==> src/rtl/gpio_irq_pkg.sv <==
package gpio_irq_pkg;

   localparam int unsigned PIN_LIMIT = 32;

   localparam int unsigned OFS_OWN     = 'h00;
   localparam int unsigned OFS_DIR     = 'h04;
   localparam int unsigned OFS_DRVEN   = 'h08;
   localparam int unsigned OFS_DRVVAL  = 'h0C;
   localparam int unsigned OFS_PIN     = 'h10;
   localparam int unsigned OFS_MASK    = 'h14;
   localparam int unsigned OFS_UNMASK  = 'h18;
   localparam int unsigned OFS_SETMASK = 'h1C;
   localparam int unsigned OFS_PEND    = 'h20;
   localparam int unsigned OFS_SENSE   = 'h24;
   localparam int unsigned OFS_POL     = 'h28;
   localparam int unsigned OFS_BOTH    = 'h2C;

   typedef enum logic [3:0] {
      RS_OWN, RS_DIR, RS_DRVEN, RS_DRVVAL, RS_PIN, RS_MASK,
      RS_UNMASK, RS_SETMASK, RS_PEND, RS_SENSE, RS_POL, RS_BOTH, RS_NONE
   } reg_sel_e;

   function automatic reg_sel_e decode_reg(input logic [31:0] a);
      case (a)
         32'(OFS_OWN):     return RS_OWN;
         32'(OFS_DIR):     return RS_DIR;
         32'(OFS_DRVEN):   return RS_DRVEN;
         32'(OFS_DRVVAL):  return RS_DRVVAL;
         32'(OFS_PIN):     return RS_PIN;
         32'(OFS_MASK):    return RS_MASK;
         32'(OFS_UNMASK):  return RS_UNMASK;
         32'(OFS_SETMASK): return RS_SETMASK;
         32'(OFS_PEND):    return RS_PEND;
         32'(OFS_SENSE):   return RS_SENSE;
         32'(OFS_POL):     return RS_POL;
         32'(OFS_BOTH):    return RS_BOTH;
         default:          return RS_NONE;
      endcase
   endfunction

endpackage

==> src/rtl/gpio_irq_sync.sv <==
module gpio_irq_sync #(
   parameter int unsigned W      = 1,
   parameter int unsigned STAGES = 2
) (
   input  logic         clk,
   input  logic         rst_n,
   input  logic [W-1:0] d,
   output logic [W-1:0] q
);
   logic [W-1:0] stg [STAGES];

   for (genvar s = 0; s < STAGES; s++) begin : g_stage
      if (s == 0) begin : g_first
         always_ff @(posedge clk or negedge rst_n) begin
            if (!rst_n) stg[s] <= '0;
            else        stg[s] <= d;
         end
      end else begin : g_next
         always_ff @(posedge clk or negedge rst_n) begin
            if (!rst_n) stg[s] <= '0;
            else        stg[s] <= stg[s-1];
         end
      end
   end

   assign q = stg[STAGES-1];
endmodule

==> src/rtl/gpio_irq_detect.sv <==
module gpio_irq_detect #(
   parameter int unsigned NPINS = 32
) (
   input  logic             clk,
   input  logic             rst_n,
   input  logic [NPINS-1:0] smp,
   input  logic [NPINS-1:0] sense,
   input  logic [NPINS-1:0] pol,
   input  logic [NPINS-1:0] both,
   output logic [NPINS-1:0] evt
);
   logic [NPINS-1:0] prev_q;

   always_ff @(posedge clk or negedge rst_n) begin
      if (!rst_n) prev_q <= '0;
      else        prev_q <= smp;
   end

   for (genvar i = 0; i < NPINS; i++) begin : g_pin
      logic rise, fall, lvl, edg;
      assign rise   = smp[i] & ~prev_q[i];
      assign fall   = ~smp[i] & prev_q[i];
      assign lvl    = pol[i] ? smp[i] : ~smp[i];
      assign edg    = both[i] ? (rise | fall) : (pol[i] ? rise : fall);
      assign evt[i] = sense[i] ? lvl : edg;
   end
endmodule

==> src/rtl/gpio_irq_regs.sv <==
module gpio_irq_regs
   import gpio_irq_pkg::*;
#(
   parameter int unsigned NPINS  = 32,
   parameter int unsigned ADDR_W = 8,
   parameter int unsigned DATA_W = 32
) (
   input  logic              clk,
   input  logic              rst_n,
   input  logic [ADDR_W-1:0] bus_addr,
   input  logic              bus_wr,
   input  logic [DATA_W-1:0] bus_wdata,
   input  logic              bus_rd,
   output logic [DATA_W-1:0] bus_rdata,
   input  logic [NPINS-1:0]  pin_state,
   input  logic [NPINS-1:0]  evt,
   output logic [NPINS-1:0]  bypass_q,
   output logic [NPINS-1:0]  dir_q,
   output logic [NPINS-1:0]  drv_en_q,
   output logic [NPINS-1:0]  drv_val_q,
   output logic [NPINS-1:0]  mask_q,
   output logic [NPINS-1:0]  sense_q,
   output logic [NPINS-1:0]  pol_q,
   output logic [NPINS-1:0]  both_q,
   output logic [NPINS-1:0]  status_q
);
   reg_sel_e         sel;
   logic [NPINS-1:0] wd;
   logic [NPINS-1:0] rsel;
   logic             pend_clr;

   assign sel      = decode_reg(32'(bus_addr));
   assign wd       = bus_wdata[NPINS-1:0];
   assign pend_clr = bus_rd && (sel == RS_PEND);

   if (NPINS < DATA_W) begin : g_hi
      logic unused_wdata_hi;
      assign unused_wdata_hi = ^bus_wdata[DATA_W-1:NPINS];
   end

   always_ff @(posedge clk or negedge rst_n) begin
      if (!rst_n) begin
         bypass_q  <= '1;
         dir_q     <= '1;
         drv_en_q  <= '0;
         drv_val_q <= '0;
         mask_q    <= '1;
         sense_q   <= '0;
         pol_q     <= '0;
         both_q    <= '0;
      end else if (bus_wr) begin
         case (sel)
            RS_OWN:     bypass_q  <= wd;
            RS_DIR:     dir_q     <= wd;
            RS_DRVEN:   drv_en_q  <= wd;
            RS_DRVVAL:  drv_val_q <= wd;
            RS_UNMASK:  mask_q    <= mask_q & ~wd;
            RS_SETMASK: mask_q    <= mask_q | wd;
            RS_SENSE:   sense_q   <= wd;
            RS_POL:     pol_q     <= wd;
            RS_BOTH:    both_q    <= wd;
            default:    ;
         endcase
      end
   end

   // pending: a new event outranks a clearing read in the same cycle
   always_ff @(posedge clk or negedge rst_n) begin
      if (!rst_n) status_q <= '0;
      else        status_q <= (pend_clr ? '0 : status_q) | evt;
   end

   always_comb begin
      case (sel)
         RS_OWN:    rsel = bypass_q;
         RS_DIR:    rsel = dir_q;
         RS_DRVEN:  rsel = drv_en_q;
         RS_DRVVAL: rsel = drv_val_q;
         RS_PIN:    rsel = pin_state;
         RS_MASK:   rsel = mask_q;
         RS_PEND:   rsel = status_q;
         RS_SENSE:  rsel = sense_q;
         RS_POL:    rsel = pol_q;
         RS_BOTH:   rsel = both_q;
         default:   rsel = '0;
      endcase
   end

   always_ff @(posedge clk or negedge rst_n) begin
      if (!rst_n)      bus_rdata <= '0;
      else if (bus_rd) bus_rdata <= DATA_W'(rsel);
   end
endmodule

==> src/rtl/gpio_irq_ctrl.sv <==
module gpio_irq_ctrl
   import gpio_irq_pkg::*;
#(
   parameter int unsigned NPINS       = 32,
   parameter int unsigned ADDR_W      = 8,
   parameter int unsigned DATA_W      = 32,
   parameter int unsigned SYNC_STAGES = 2
) (
   input  logic              clk,
   input  logic              rst_n,
   input  logic [ADDR_W-1:0] bus_addr,
   input  logic              bus_wr,
   input  logic [DATA_W-1:0] bus_wdata,
   input  logic              bus_rd,
   output logic [DATA_W-1:0] bus_rdata,
   input  logic [NPINS-1:0]  pad_in,
   output logic [NPINS-1:0]  pad_out,
   output logic [NPINS-1:0]  pad_oe,
   input  logic [NPINS-1:0]  alt_out,
   input  logic [NPINS-1:0]  alt_oe,
   output logic [NPINS-1:0]  alt_in,
   output logic              irq_out
);
   if (NPINS < 1 || NPINS > PIN_LIMIT) begin : g_bad_npins
      $error("NPINS must lie in 1..32");
   end
   if (ADDR_W < 6 || ADDR_W > 32) begin : g_bad_addr
      $error("ADDR_W must lie in 6..32");
   end
   if (DATA_W != 32) begin : g_bad_data
      $error("DATA_W must be 32");
   end
   if (SYNC_STAGES < 2) begin : g_bad_sync
      $error("SYNC_STAGES must be at least 2");
   end

   logic [NPINS-1:0] pin_state;
   logic [NPINS-1:0] evt;
   logic [NPINS-1:0] bypass_q, dir_q, drv_en_q, drv_val_q;
   logic [NPINS-1:0] mask_q, sense_q, pol_q, both_q, status_q;

   gpio_irq_sync #(.W(NPINS), .STAGES(SYNC_STAGES)) u_sync (
      .clk  (clk),
      .rst_n(rst_n),
      .d    (pad_in),
      .q    (pin_state)
   );

   gpio_irq_detect #(.NPINS(NPINS)) u_det (
      .clk  (clk),
      .rst_n(rst_n),
      .smp  (pin_state),
      .sense(sense_q),
      .pol  (pol_q),
      .both (both_q),
      .evt  (evt)
   );

   gpio_irq_regs #(.NPINS(NPINS), .ADDR_W(ADDR_W), .DATA_W(DATA_W)) u_regs (
      .clk      (clk),
      .rst_n    (rst_n),
      .bus_addr (bus_addr),
      .bus_wr   (bus_wr),
      .bus_wdata(bus_wdata),
      .bus_rd   (bus_rd),
      .bus_rdata(bus_rdata),
      .pin_state(pin_state),
      .evt      (evt),
      .bypass_q (bypass_q),
      .dir_q    (dir_q),
      .drv_en_q (drv_en_q),
      .drv_val_q(drv_val_q),
      .mask_q   (mask_q),
      .sense_q  (sense_q),
      .pol_q    (pol_q),
      .both_q   (both_q),
      .status_q (status_q)
   );

   for (genvar i = 0; i < NPINS; i++) begin : g_pad
      assign pad_out[i] = bypass_q[i] ? alt_out[i] : drv_val_q[i];
      assign pad_oe[i]  = bypass_q[i] ? alt_oe[i]  : (drv_en_q[i] & ~dir_q[i]);
   end

   assign alt_in  = pad_in;
   assign irq_out = |(status_q & ~mask_q);
endmodule

==> config.mk <==
export PLATFORM = sky130hd
export DESIGN_NAME = gpio_irq_ctrl
export DESIGN_NICKNAME = d
export VERILOG_FILES = /design/src/rtl/gpio_irq_pkg.sv /design/src/rtl/gpio_irq_sync.sv /design/src/rtl/gpio_irq_detect.sv /design/src/rtl/gpio_irq_regs.sv /design/src/rtl/gpio_irq_ctrl.sv
export SDC_FILE = /design/constraint.sdc
export NUM_CORES = 1
export LEC_CHECK = 0
export BUFFER_PORTS_ARGS = -buffer_cell sky130_fd_sc_hd__buf_2
export CAP_MARGIN = 10
export CORE_UTILIZATION = 58
export CTS_CLUSTER_DIAMETER = 150
export DETAILED_ROUTE_END_ITERATION = 8
export PLACE_DENSITY = 0.86
export REMOVE_ABC_BUFFERS = 1
export SETUP_SLACK_MARGIN = 0.02
export SLEW_MARGIN = 20
export SYNTH_ARGS = -nofsm -noshare
export SYNTH_HDL_FRONTEND = slang
export SYNTH_SLANG_ARGS = --single-unit
==> constraint.sdc <==
create_clock -name clk -period 1.8 [get_ports clk]
set_input_delay 0.09 -clock clk [delete_from_list [all_inputs] [get_ports clk]]
set_output_delay 0.09 -clock clk [all_outputs]
set_load 0.02 [all_outputs]
==> flow_summary.ini, run 1 <==
[grt]
grt_pass1_wl_um = 96800
antenna_found_initial = 3
grt_max_degree = 56
grt.overflow.total = 0
track_usage = 0.354
grt_pass1_vias = 16753

[yosys]
syn_avg_cell_area_um2 = 12.1
synth_edf_count = 0
synth_commonest_cells = dfrtp_1 (320), mux2_2 (277), inv_1 (99), nand2_1 (99), dfstp_2 (96)
synth_ff_type = dfrtp_1
ys.warnings.count = 0
synth_most_common_cell = dfrtp_1
yosys.area.top_type = dfrtp_1
synth_seq_area_share = 0.515
synth_cells = 1683
synth_cell_types = 50
async_flop_share = 1.00
netlist_area_um2 = 20400
synth_top_area_share = 0.392
synth_seq_cells = 416
synth.area.top_cells = dfrtp_1 (39%), mux2_2 (15%), dfstp_2 (12%)

[flow_run]
maxCapViolCount = 0

[route]
vias_per_cell = 6.33
antenna_left = 0
firstDrtPassIters = 6
vias = 16293
drt_iter0_drc = 1551
wl_per_cell_um = 24.7
drt-total-wl_um = 63400
drt_drc_violations_left = 0

[sta]
whs_ps = 85.2
setup_viol = 1
tightest_slew_ps = 1020
slew_headroom = 0.320
setup_ws_ps = -301
slew_violations = 0
hold_violations = 0
rsz0062_at_grt = true
period_minus_slack_ps = 2100
period_share = 1.17
skew_ps = 18.5
fin_setup_tns_ps = -301
fmax_mhz = 476

[pwr]
ir_drop_uv = 857
cellPowerDensity_nw_per_um2 = 870
power_frac_comb = 0.101
switching_share = 0.245
p_int_uw = 16700
switchingPower_uw = 5400
p_seq_frac = 0.461
clkPwrFrac = 0.438
leakage_uw = 0.0122

[cts]
clockBufferDepth = 3
clock-root-buffer = clkbuf_16
cts_buffers = 43
cts_tree = done
htreeDepth = 2
clkSinkCount = 416
clock_latency_ps = 560
clkTransAtPathRegs_ps = 60

[floorplan]
design.core.area_um2 = 34600
die-area_um2 = 36000
ios = 269
start_util = 0.590
fp.dieH_um = 190
dieWidth_um = 190
std_cell_rows = 68

[placed_design]
dp.cells = 2410
io_buffers = 268
hpwl_um = 41900
routabilityCongestion = 0.913

[worst_setup_path]
arrival_ps = 2010
cp.required_ps = 1710
cp-end-kind = output pin
criticalPathCategory = reg -> out
critPathLaunchType = flip-flop
worstPathMaxFanout = 2

[layout]
stdcell_count = 2572
syn_to_final_growth_pct = 24.0
final_nets = 2285
drive_above_1_share = 0.413

[outcome]
violations = negative setup slack
status = finished with violations

[min_path]
min_path_type = in -> async
[worst paths after layout]
| kind | slack, ps | cells past startpoint | start | to |
|---|---|---|---|---|
| min in group clk | 190 | 2 | pad_in[24] | u_sync.stg[56] |
| min | 90 | 2 | rst_n | u_sync.stg[46] |
| max in group asynchronous | 910 | 3 | rst_n | u_regs.bypass_q[23] |
| max reg2reg | 170 | 4 | u_regs.pol_q[11] | u_regs.bus_rdata[11] |
| max | -300 | 6 | flip-flop | irq_out |
| min reg2reg | 350 | 0 | u_sync.stg[60] | u_sync.q[28] |
[placed cells by master, fill, tap and decap left out, types with 58 or more instances in the layout]
master	instances
nand2_1	99
dfrtp_1	319
inv_1	98
dfstp_2	96
mux2i_1	58
ha_1	64
dlygate4sd3_1	66
buf_4	112
a211oi_1	70
buf_2	265
mux2_2	276
[area by class of cell]
type | count | area (µm²)
Sequential cell | 416 | 10500
Fill cell | 2217 | 9270
Multi-Input combinational cell | 1056 | 9080
Timing Repair Buffer | 465 | 3250
Clock buffer | 60 | 1250
Tap cell | 455 | 569
Inverter | 99 | 372
Clock inverter | 19 | 290
Antenna cell | 2 | 5.00
[timing repair]
item | CTS | global route
pin swaps | 2 | 1
hold buffers | 66 | 0
setup endpoints to repair | 1 | 8
gates resized for setup | 7 | 6
hold endpoints to repair | 599 | 0
buffers inserted | 6 | 9
[per-stage QoR]
stage          power [µW]  worst slack [ps]   util  cell area [µm²]
2_1_floorplan       11100             -1890      -            19900
3_3_place_gp        12200              -143  0.664            23000
3_5_place_dp        12300              -283  0.664            23000
4_1_cts             22000              -292  0.730            25300
5_1_grt             22700              -384  0.732            25400
6_report            22100              -301  0.732            25400
[power groups by stage]
| stage | combinational, µW | clock (µW) | sequential, µW |
|---|---|---|---|
| floorplan | 954 | 0 | 10200 |
| global placement | 1960 | 0 | 10300 |
| detailed placement | 2030 | 0 | 10300 |
| CTS | 2170 | 9680 | 10200 |
| global route | 2380 | 10100 | 10200 |
| finish | 2220 | 9660 | 10200 |
[logic make-up after synthesis]
group | synth area share
xor gates and xnor gates | 0.0137
DFF | 0.515
buffers and inverters | 0.0460
adders and majority gates | 0.0392
AOI/OAI and AO/OA | 0.117
and+or+nand+nor | 0.0646
muxes | 0.204
[state kept, by name, indices dropped and copies added (netlist names), named ones only]
register          cells
u_regs.both_q        32
u_det.prev_q         32
u_regs.bypass_q      32
u_regs.dir_q         32
u_regs.drv_val_q     32
u_regs.bus_rdata     32
u_regs.sense_q       32
u_regs.drv_en_q      32
u_sync.q             32
u_regs.pol_q         32
u_sync.stg           32
u_regs.status_q      32
[per-layer routing]
layer  up-vias  global-route usage  share of wire
met4         2               0.161          0.042
li1       6946                   -              -
met3       206              0.0692          0.090
met1      8171               0.459           0.39
met2       968               0.577           0.48
met5         -                   0        0.00017
[critical path, cell delays in order (launching register included)]
cell and delay, ps:
dfstp_2 550, o22ai_2 80, nor4_2 300, buf_4 170, nand4_1 70, buf_4 170, buf_6 130
Note: power is estimated with default switching activity, not from simulation.
==> run 2, diff against run 1 <==
==> constraint.sdc (replaced) <==
create_clock -name clk -period 2.1 [get_ports clk]
set_input_delay 0.105 -clock clk [delete_from_list [all_inputs] [get_ports clk]]
set_output_delay 0.105 -clock clk [all_outputs]
set_load 0.02 [all_outputs]
==> run 2 against run 1 <==
- the run still ends with negative setup slack left
- die area is the same
- clock skew up 11 ps
- sequential share of layout area rose by 1.2 points
- count of clock-buffer cells in the layout up 11
- non-clock buffer count decreased by 52
- sequential power fell by 15%
- register-to-register slack improved by 280 ps
- worst hold slack got worse by 22 ps
- final cell count decreased by 2.1%
- via count is 2.1% lower
==> flow_summary.ini, run 2 (synthesized netlist as in run 1, its figures left out) <==
[worst_setup_path]
r2r_start = u_sync.q[6]
cp.required_ps = 2000
criticalPathCategory = reg -> out
cp-end-kind = output pin
critical-path-max-stage-delay_ps = 570
rr_endpoint = u_regs.status_q[6]
critPathLaunchType = flip-flop
crit_slowest_cell = dfstp_2
reg2regPathDepth = 6
arrival_ps = 2060
worstPathMaxFanout = 3
cp_cell_sequence = o22ai_4 -> nor4_2 -> buf_4 -> nand4_1 -> buf_6
worst-r2r-setup-slack_ps = 450

[layout]
finalInstanceArea_um2 = 24600
drive_above_1_share = 0.391
final_cell_mix = dfrtp_1 (320), mux2_2 (277), buf_2 (266)
syn_to_final_growth_pct = 20.5
final_common_cell = dfrtp_1
stdcell_count = 2518
final_nets = 2233

[placed_design]
io_buffers = 268
routabilityCongestion = 0.936
dp.cells = 2373
place_area_um2 = 22600
hpwl_um = 41100

[sta]
setup_viol = 1
slew_headroom = 0.261
slew_violations = 0
tightest_slew_ps = 1110
rsz0062_at_grt = true
setup_ws_ps = -66.3
period_share = 1.03
period_minus_slack_ps = 2170
fmax_mhz = 462
skew_ps = 29.3
hold_violations = 0

[pwr]
leakage_uw = 0.0117
ir_drop_uv = 751
cellPowerDensity_nw_per_um2 = 729

[grt]
antenna_found_initial = 3
grt_pass1_wl_um = 94800
grt.overflow.total = 0
grt_max_degree = 86
track_usage = 0.348
grt_pass1_vias = 16520

[floorplan]
ios = 269
std_cell_rows = 68
fp.dieH_um = 190
design.core.area_um2 = 34600
dieWidth_um = 190
die-area_um2 = 36000
start_util = 0.590

[cts]
cts_setup_buffers = 0
clock_latency_ps = 570
clockBufferDepth = 3
clock-root-buffer = clkbuf_16
cts_buffers = 43
cts_tree = done
clkTransAtPathRegs_ps = 60
clkSinkCount = 416
htreeDepth = 2

[route]
drt-total-wl_um = 61900
vias_per_cell = 6.34
drt_drc_violations_left = 0
wl_per_cell_um = 24.6
firstDrtPassIters = 6
vias = 15955
antenna_left = 0
drt_iter0_drc = 1557

[flow_run]
maxCapViolCount = 0

[outcome]
violations = negative setup slack
status = finished with violations

[min_path]
min_path_type = in -> async
## run 2: cell count changes in the layout (fill, tap and decap cells not counted), moves of 2 or more
| cell | previous run | this run |
|---|---|---|
| buf_12 | 20 | 10 |
| buf_4 | 112 | 69 |
| bufinv_16 | 7 | 0 |
| clkbuf_1 | 7 | 16 |
| clkbuf_8 | 9 | 12 |
| clkinv_2 | 8 | 3 |
| clkinvlp_4 | 2 | 0 |
| inv_6 | 1 | 3 |
| o22ai_1 | 35 | 38 |
| o22ai_2 | 4 | 0 |
## run 2: worst max path at each step
stage           startpoint              endpoint  depth (start not counted)
4_1_cts          flip-flop               irq_out                          5
5_1_grt          flip-flop               irq_out                          5
6_report         flip-flop               irq_out                          5
3_3_place_gp   bus_addr[4]  u_regs.bus_rdata[21]                          8
3_5_place_dp   bus_addr[5]   u_regs.bus_rdata[9]                          7
2_1_floorplan  bus_addr[6]    u_regs.sense_q[12]                          3
## run 2: power by group
group	leakage, µW	internal (µW)	total [µW]	switching [µW]
clock	0.000665	4230	7410	3180
sequential	0.00504	8380	8720	344
combinational	0.00601	807	1820	1010
total	0.0117	13400	17900	4540
## run 2: through the flow
step | power [µW] | hold WS, ps | setup TNS, ps | setup slack, ps | util
final | 17900 | 63.2 | -66.3 | -66.3 | 0.711
after global routing | 18500 | 95.3 | -142 | -142 | 0.711
after CTS | 18000 | 69.4 | -74.0 | -74.0 | 0.711
after detailed placement | 10500 | 65.6 | -214 | -85.2 | 0.652
after global placement | 10400 | 59.3 | -4.19 | -4.19 | 0.652
after floorplan | 9530 | -191 | -367490 | -1600 | -
## run 2: area by class of cell
class | instances | area [µm²]
Inverter | 99 | 372
Timing Repair Buffer | 413 | 2740
Multi-Input combinational cell | 1056 | 9060
Clock inverter | 7 | 50.0
Antenna cell | 1 | 2.50
Fill cell | 2324 | 10000
Tap cell | 455 | 569
Clock buffer | 71 | 1300
Sequential cell | 416 | 10500
## run 2: worst max-delay path, delay by kind of cell (launching register included)
kind,cells,cell delay (ps)
AOI/OAI and AO/OA,1,80
DFF,1,570
buffers and inverters,2,380
and+or+nand+nor,2,460
## run 2: what timing repair did
action / 4_1_cts / 5_1_grt
hold buffers: 66 / 0
pin swaps: 3 / 2
hold endpoints to repair: 589 / 0
endpoints found under the setup margin: 1 / 1
gates resized for setup: 5 / 1
## run 2: per-layer routing
metal  GRT usage  vias up  share of wire
met2       0.557      955           0.47
met4       0.164        4          0.045
met5           0        -        0.00048
li1            -     6795              -
met3      0.0876      236           0.10
met1       0.444     7965           0.38
==> run 3, diff against run 2 <==
--- a/config.mk
+++ b/config.mk
@@ -5,11 +5,12 @@
 export SDC_FILE = /design/constraint.sdc
 export NUM_CORES = 1
 export LEC_CHECK = 0
-export BUFFER_PORTS_ARGS = -buffer_cell sky130_fd_sc_hd__buf_2
 export CAP_MARGIN = 10
-export CORE_UTILIZATION = 58
+export CORE_UTILIZATION = 64
 export CTS_CLUSTER_DIAMETER = 150
 export DETAILED_ROUTE_END_ITERATION = 8
+export DONT_BUFFER_PORTS = 1
+export GPL_TIMING_DRIVEN = 0
 export PLACE_DENSITY = 0.86
 export REMOVE_ABC_BUFFERS = 1
 export SETUP_SLACK_MARGIN = 0.02
==> run 3 against run 2 <==
- the run ends with negative hold slack, max-slew violations, negative setup slack left
- global-route usage up 2.9 points
- sequential share of layout area up 2.8 points
- non-clock buffer count down 320
- sequential power about the same
- critical path type unchanged
- count of clock-buffer cells in the layout down 7
- wire length down 1.3%
- via count down 5.2%
==> flow_summary.ini, run 3 (synthesized netlist as in run 1, its figures left out) <==
[sta]
period_share = 1.01
whs_ps = -723
setup_viol = 1
rsz0062_at_grt = true
slew_headroom = -0.0893
tightest_slew_ps = 1630
fin_setup_tns_ps = -17.9
slew_violations = 115
setup_ws_ps = -17.9
fmax_mhz = 472
hold_violations = 360
skew_ps = 16.0
period_minus_slack_ps = 2120

[route]
vias = 15119
drt-total-wl_um = 61100
firstDrtPassIters = 6
wl_per_cell_um = 28.4
drt_drc_violations_left = 0
vias_per_cell = 7.04
drt_iter0_drc = 1910
antenna_left = 0

[placed_design]
hpwl_um = 34900
dp.cells = 1990
io_buffers = 0
routabilityCongestion = 0.899

[grt]
grt_max_degree = 417
track_usage = 0.377
grt_pass1_vias = 15456
grt_pass1_wl_um = 92400
grt.overflow.total = 0
antenna_found_initial = 3

[layout]
syn_to_final_growth_pct = 13.1
final_nets = 1916
final_common_cell = dfrtp_1
multi_input_area_um2 = 9260
fillers = 1964
stdcell_count = 2149
drive_above_1_share = 0.288
final_cell_mix = dfrtp_1 (320), mux2_2 (277), nand2_1 (99)
seqCellArea_um2 = 10500

[min_path]
min_path_type = in -> async

[worst_setup_path]
crit_slowest_cell = dfstp_2
criticalPathCategory = reg -> out
rr_endpoint = u_regs.bus_rdata[27]
r2r_start = u_regs.both_q[27]
reg2regPathDepth = 6
critical-path-max-stage-delay_ps = 570
cp.required_ps = 2000
worstPathMaxFanout = 3
arrival_ps = 2010
cp_cell_sequence = o22ai_2 -> nor4_4 -> nand4_1
critPathLaunchType = flip-flop
worst-r2r-setup-slack_ps = 90
cp-end-kind = output pin

[cts]
clock-root-buffer = clkbuf_16
cts_buffers = 43
cts_hold_buf = 73
htreeDepth = 2
clock_latency_ps = 550
clockBufferDepth = 3
clkSinkCount = 416
cts_tree = done
clkTransAtPathRegs_ps = 60

[pwr]
cellPowerDensity_nw_per_um2 = 779
leakage_uw = 0.0104
total_power_uw = 18000
ir_drop_uv = 697

[floorplan]
dieWidth_um = 181
design.core.area_um2 = 31500
die-area_um2 = 32700
start_util = 0.649
fp.dieH_um = 181
ios = 269
std_cell_rows = 65

[outcome]
violations = negative hold slack, max-slew violations, negative setup slack
status = finished with violations

[flow_run]
maxCapViolCount = 0
[run 3: changes by cell type in the layout (fill, tap and decap cells not counted), sizes merged]
cell	change
clkinvlp	+2
clkinv	+3
buf	-326
clkbuf	-7
inv	-3
dlygate4sd3	+6
diode	+1
bufinv	+5
nand3	+3
[run 3: area by class of cell]
cell class              instances  share of cell area
well taps                     402              0.0218
diodes                          2            0.000217
clock buffers                  64              0.0553
inverters                      99              0.0161
clock inverters                14             0.00866
repair buffers                 93              0.0418
multi-input cells            1059               0.401
flip-flops and latches        416               0.456
[run 3: per-stage QoR]
stage                     worst slack, ps   util  instance area, µm²
final                               -17.9  0.734               23100
after global placement              -5260  0.647               20400
after global routing                -64.2  0.734               23100
after detailed placement             -621  0.659               20700
after floorplan                     -1600      -               19900
after CTS                            12.2  0.733               23100
[run 3: worst max-delay path by stage]
stage	depth (start not counted)	from	to	slack, ps
2_1_floorplan	3	bus_addr[6]	u_regs.sense_q[12]	-1600
3_3_place_gp	3	bus_addr[6]	u_regs.both_q[18]	-5260
3_5_place_dp	4	bus_addr[1]	u_regs.drv_val_q[28]	-620
4_1_cts	3	flip-flop	irq_out	10
5_1_grt	3	flip-flop	irq_out	-60
6_report	3	flip-flop	irq_out	-20
[run 3: per-layer routing]
metal / track usage / vias to the layer above / wire length (µm)
met1: 0.474 / 7555 / 22300
met3: 0.109 / 290 / 7140
met2: 0.579 / 1098 / 28000
met4: 0.228 / 0 / 3720
met5: 0.00296 / - / 0
li1: - / 6176 / -
[run 3: worst max-delay path, delay by kind of cell (launching register included)]
| kind | cells | cell delay (ps) |
|---|---|---|
| AND/OR/NAND/NOR | 2 | 810 |
| flip-flops | 1 | 570 |
| AO/OA/AOI/OAI | 1 | 90 |
[run 3: power by group]
group | internal (µW) | switching (µW)
logic | 605 | 685
clock network | 4820 | 3190
registers | 8380 | 331
[run 3: repair_timing]
item | 4_1_cts | 5_1_grt
resized for setup | 13 | 5
pin swaps | 7 | 2
gates cloned | 3 | 0
endpoints found under the setup margin | 72 | 23
buffers inserted | 0 | 3
endpoints found under the hold margin | 725 | 416
